--- src/rtl/spca_pkg.sv ---
package spca_pkg;

    typedef enum logic [1:0] {
        OP_HOLD = 2'd0,
        OP_STEP = 2'd1,
        OP_LOAD = 2'd2,
        OP_INIT = 2'd3
    } spca_op_e;

    // Resolve a raw neighbour index into 0..k-1 by modulo wrap.
    function automatic int wrap_idx(input int raw, input int k);
        return ((raw % k) + k) % k;
    endfunction

    function automatic bit in_range(input int raw, input int k);
        return (raw >= 0) && (raw < k);
    endfunction

endpackage

--- src/rtl/spca_tap.sv ---
module spca_tap #(
    parameter int CELLS = 16,
    parameter int RAW   = 0,
    parameter bit WRAP  = 1'b1
) (
    input  logic [CELLS-1:0] states,
    output logic             tap_o
);
    import spca_pkg::*;

    localparam int  POS  = wrap_idx(RAW, CELLS);
    localparam bit  LIVE = WRAP || in_range(RAW, CELLS);

    generate
        if (LIVE) begin : g_live
            assign tap_o = states[POS];
        end else begin : g_null
            assign tap_o = 1'b0;
        end
    endgenerate

endmodule

--- src/rtl/spca_cell.sv ---
module spca_cell #(
    parameter int         CELLS  = 16,
    parameter int         IDX    = 0,
    parameter logic [7:0] RULE_A = 8'd150,
    parameter logic [7:0] RULE_B = 8'd105,
    parameter int         OFS_M  = -3,
    parameter int         OFS_N  = 1,
    parameter bit         WRAP   = 1'b1
) (
    input  logic [CELLS-1:0] states,
    input  logic             meta_i,
    output logic             nxt_state,
    output logic             nxt_meta
);
    logic up_nb, lo_nb, tap_m, tap_n;
    logic [2:0] hood;
    logic [7:0] rule_sel;

    spca_tap #(.CELLS(CELLS), .RAW(IDX + 1), .WRAP(WRAP)) u_up (
        .states(states), .tap_o(up_nb));
    spca_tap #(.CELLS(CELLS), .RAW(IDX - 1), .WRAP(WRAP)) u_lo (
        .states(states), .tap_o(lo_nb));
    spca_tap #(.CELLS(CELLS), .RAW(IDX + OFS_M), .WRAP(WRAP)) u_tm (
        .states(states), .tap_o(tap_m));
    spca_tap #(.CELLS(CELLS), .RAW(IDX + OFS_N), .WRAP(WRAP)) u_tn (
        .states(states), .tap_o(tap_n));

    always_comb begin
        hood      = {up_nb, states[IDX], lo_nb};
        rule_sel  = meta_i ? RULE_B : RULE_A;
        nxt_state = rule_sel[hood];
        nxt_meta  = tap_m ^ tap_n;
    end

endmodule

--- src/rtl/spca_ctrl.sv ---
module spca_ctrl (
    input  logic              rst,
    input  logic              load,
    input  logic              en,
    output spca_pkg::spca_op_e op
);
    import spca_pkg::*;

    always_comb begin
        if (rst)       op = OP_INIT;
        else if (load) op = OP_LOAD;
        else if (en)   op = OP_STEP;
        else           op = OP_HOLD;
    end

endmodule

--- src/rtl/spca_rng.sv ---
module spca_rng #(
    parameter int                   CELLS     = 16,
    parameter logic [7:0]           RULE_A    = 8'd150,
    parameter logic [7:0]           RULE_B    = 8'd105,
    parameter int                   OFS_M     = -3,
    parameter int                   OFS_N     = 1,
    parameter bit                   WRAP      = 1'b1,
    parameter logic [2*CELLS-1:0]   INIT_SEED = {CELLS{2'b10}}
) (
    input  logic                 clk,
    input  logic                 rst,
    input  logic                 en,
    input  logic                 load,
    input  logic [2*CELLS-1:0]   seed,
    output logic [2*CELLS-1:0]   rnd_out
);
    import spca_pkg::*;

    localparam int W = 2 * CELLS;

    spca_op_e         op;
    logic [W-1:0]     bank;
    logic [CELLS-1:0] st_q, mt_q, st_d, mt_d;

    assign st_q = bank[CELLS-1:0];
    assign mt_q = bank[W-1:CELLS];

    spca_ctrl u_ctrl (.rst(rst), .load(load), .en(en), .op(op));

    generate
        for (genvar i = 0; i < CELLS; i++) begin : g_cell
            spca_cell #(
                .CELLS(CELLS), .IDX(i), .RULE_A(RULE_A), .RULE_B(RULE_B),
                .OFS_M(OFS_M), .OFS_N(OFS_N), .WRAP(WRAP)
            ) u_cell (
                .states(st_q), .meta_i(mt_q[i]),
                .nxt_state(st_d[i]), .nxt_meta(mt_d[i])
            );
        end
    endgenerate

    // Register process
    always_ff @(posedge clk) begin
        unique case (op)
            OP_INIT: bank <= INIT_SEED;
            OP_LOAD: bank <= seed;
            OP_STEP: bank <= {mt_d, st_d};
            OP_HOLD: bank <= bank;
            default: bank <= bank;
        endcase
    end

    // Output process
    always_comb rnd_out = bank;

endmodule

--- config.mk ---
export PLATFORM = sky130hd
export DESIGN_NAME = spca_rng
export DESIGN_NICKNAME = d
export VERILOG_FILES = /design/src/rtl/spca_pkg.sv /design/src/rtl/spca_tap.sv /design/src/rtl/spca_cell.sv /design/src/rtl/spca_ctrl.sv /design/src/rtl/spca_rng.sv
export SDC_FILE = /design/constraint.sdc
export NUM_CORES = 1
export LEC_CHECK = 0
export CAP_MARGIN = 25
export CORE_MARGIN = 2
export CORE_UTILIZATION = 51
export DETAILED_ROUTE_END_ITERATION = 7
export PLACE_DENSITY_LB_ADDON = 0.3
export SLEW_MARGIN = 0
export SYNTH_ARGS = -nofsm -noshare
export SYNTH_HDL_FRONTEND = slang
export SYNTH_SLANG_ARGS = --single-unit
--- constraint.sdc ---
create_clock -name clk -period 4.05 [get_ports clk]
set_input_delay 1.0125 -clock clk [delete_from_list [all_inputs] [get_ports clk]]
set_output_delay 1.0125 -clock clk [all_outputs]
set_load 0.01 [all_outputs]
==> results.cfg <==
[global_route]
grt_pass1_vias = 1542
overflow = 0
grt_pass1_wl_um = 7770
grt_usage = 0.210
antenna_found_initial = 0
grt_max_degree = 18

[power_and_ir_drop]
power_frac_comb = 0.302
power.density_cell_area_nw_per_um2 = 364
intPower_w = 0.000698
pwr-share-seq = 0.463
ir_worst_vdd_mv = 0.224
clockPowerShare = 0.235
p_leak_nw = 0.958
p_switching_w = 0.000290
power_switching_share = 0.293

[clock_network]
cts_sinks = 32
path_clk_slew_ns = 0.07
cts_tree = built
clock_latency_ns = 0.28
postCtsSetupRepairBufs = 0
ctsHtreeMaxLevel = 2
cts_hold_buffers = 0
numCtsBuffers = 5
ctsResizeCount = 0
clock_path_buffers = 2
cts_root_buf = clkbuf_8

[detailed_routing]
drt_iter0_drc = 88
detailroute.via_count = 1509
post-route-drc-count = 0
ant_nets = 0
dr.pass1.iters = 4
wl_um = 4750
routed_via_density = 5.19
wl_per_cell_um = 16.3

[floorplan]
pin_count = 68
die_w_um = 69.6
die_y_um = 69.6
dieArea_um2 = 4840
core_area_um2 = 4060
start_util = 0.540
num_rows = 23

[synth]
synth_area_um2 = 2190
postSynthCellCount = 207
synthTopCellsByArea = edfxtp_1 44%, xor2_1 12%, buf_4 11%
synth_seq_cells = 32
ys_seq_area_frac = 0.438
yosysWarnings = 0
ys_types = 22
synth.net_count = 245
yosysTopAreaCell = edfxtp_1
syn_avg_cell_area_um2 = 10.6
yosys.area.top_type_share = 0.438

[sta]
period_minus_slack_ns = 2.90
relSlewSlack = 0.511
slew_viol_final = 0
skew_ns = 0.00483
period_share = 0.715
worst_pin_slew_ns = 0.734
clock.fmax_mhz = 345
final_hold_viol_count = 0
rsz0062_at_grt = no
setup_viol = 0
setup-tns-final_ns = 0
hold-worst-slack_ns = 0.813

[finish]
largest_reg_flops = 32
area_delta_synth_final_pct = 23.7
final_nets = 279
finalNonFillerCells = 291
final_layout_size_suffix_gt1_frac = 0.0456
antennaDiodeCount = 0

[job]
maxCapViolCount = 0

[critical_path]
cp-end-kind = flop
startpoint_type = input port
reg2regPathDepth = 3
worst-path-buf-inv = 1
critPathKind = input port to flop
crit_slowest_cell = nor2b_1
worstPathRequired_ns = 4.17
crit_arrival_ns = 3.02
cp_cell_sequence = clkdlybuf4s50_1 > or2_2 > ha_1 > nor2b_1 > nand2_1 > o21ai_0
cpLargestDelayFamily = simple AND/OR/NAND/NOR gates
cp.depth = 6
critPathMaxFanout = 10
cpPeakStageDelay_ns = 0.57

[placed_design]
dp_hpwl_um = 3410
io_buffers = 67
place_inst = 284
gp_congestion = 0.761

[min_path]
hp-class = flop to flop
worstHoldPathCells = 3

[status]
status = completed
[cell usage after synthesis (all sizes together)]
cell and count:
clkbuf 7, nor2b 1, o21ai 7, xnor2 26, inv 4, or3 1
a21oi 1, ha 2, xor2 30, a32o 1, nand2b 1, o211ai 16
nand2 24, a22oi 8, or2 1, or3b 1, edfxtp 32, buf 36
nor2 8
[metrics by stage]
stage	total power [W]	cell area, µm²	worst slack (ns)	utilization
2_1_floorplan	0.000676	2190	1.52	-
3_3_place_gp	0.000760	2630	1.02	0.649
3_5_place_dp	0.000764	2630	0.884	0.649
4_1_cts	0.000996	2710	1.17	0.668
5_1_grt	0.00104	2710	0.992	0.668
6_report	0.000988	2710	1.15	0.668
[path summary, 6_finish.rpt]
path / from / slack, ns / endpoint
hold reg to reg: rnd_out[20]$_DFFE_PP_ / 0.81 / rnd_out[4]$_DFFE_PP_
setup reg to reg: rnd_out[11]$_DFFE_PP_ / 2.60 / rnd_out[10]$_DFFE_PP_
setup / recovery: rst / 1.15 / rnd_out[14]$_DFFE_PP_
hold / removal: rnd_out[20]$_DFFE_PP_ / 0.81 / rnd_out[4]$_DFFE_PP_
[cells by family (layout without fill, tap and decap cells)]
logic type / Yosys count / in the layout / share of synthesized area
xor gates and xnor gates: 56 / 56 / 0.224
buffers and inverters: 47 / 81 / 0.150
and+or+nand+nor: 37 / 37 / 0.0714
AOI/OAI and AO/OA: 33 / 33 / 0.105
DFF: 32 / 32 / 0.438
adders and majority gates: 2 / 2 / 0.0114
[layout make-up]
class                   instances  area, µm²
flip-flops and latches         32        961
clock buffers                   6       72.6
multi-input cells             128        902
well taps                      50       62.6
repair buffers                 70        693
clock inverters                 1       5.00
fillers                       339       1350
inverters                       4       15.0
[placed cells by master (no fill, tap or decap)]
cell type,synthesis,layout
xnor2_1,26,26
or3b_1,1,1
o21ai_0,7,7
or2_2,1,1
nand2b_2,1,1
nor2_1,8,8
inv_1,4,4
nor2b_1,1,1
clkbuf_1,7,1
a21oi_1,1,1
clkbuf_8,0,5
o211ai_1,16,16
clkinv_2,0,1
xor2_1,30,30
ha_1,2,2
a22oi_1,8,8
or3_1,1,1
clkdlybuf4s50_1,0,67
buf_4,32,3
nand2_1,24,24
edfxtp_1,32,32
a32o_1,1,1
[worst min-delay path, cell delays in order (launching register included)]
cell and delay [ns]:
edfxtp_1 0.37, xor2_1 0.09, xnor2_1 0.12, o21ai_0 0.07
[power groups by stage]
stage / Sequential [W] / Clock [W] / Combinational [W]
4_1_cts: 0.000458 / 0.000236 / 0.000302
2_1_floorplan: 0.000447 / 0 / 0.000229
5_1_grt: 0.000463 / 0.000252 / 0.000327
3_5_place_dp: 0.000464 / 0 / 0.000299
6_report: 0.000458 / 0.000232 / 0.000299
3_3_place_gp: 0.000464 / 0 / 0.000296
[per-layer routing]
layer	routed length [µm]	up-vias	part of all wire	track usage
met1	2080	703	0.44	0.269
met5	0	-	0	0
li1	-	739	-	-
met2	2290	61	0.48	0.342
met4	82	0	0.017	0.0850
met3	298	6	0.063	0.0509
(Power assumes the default switching activity.)
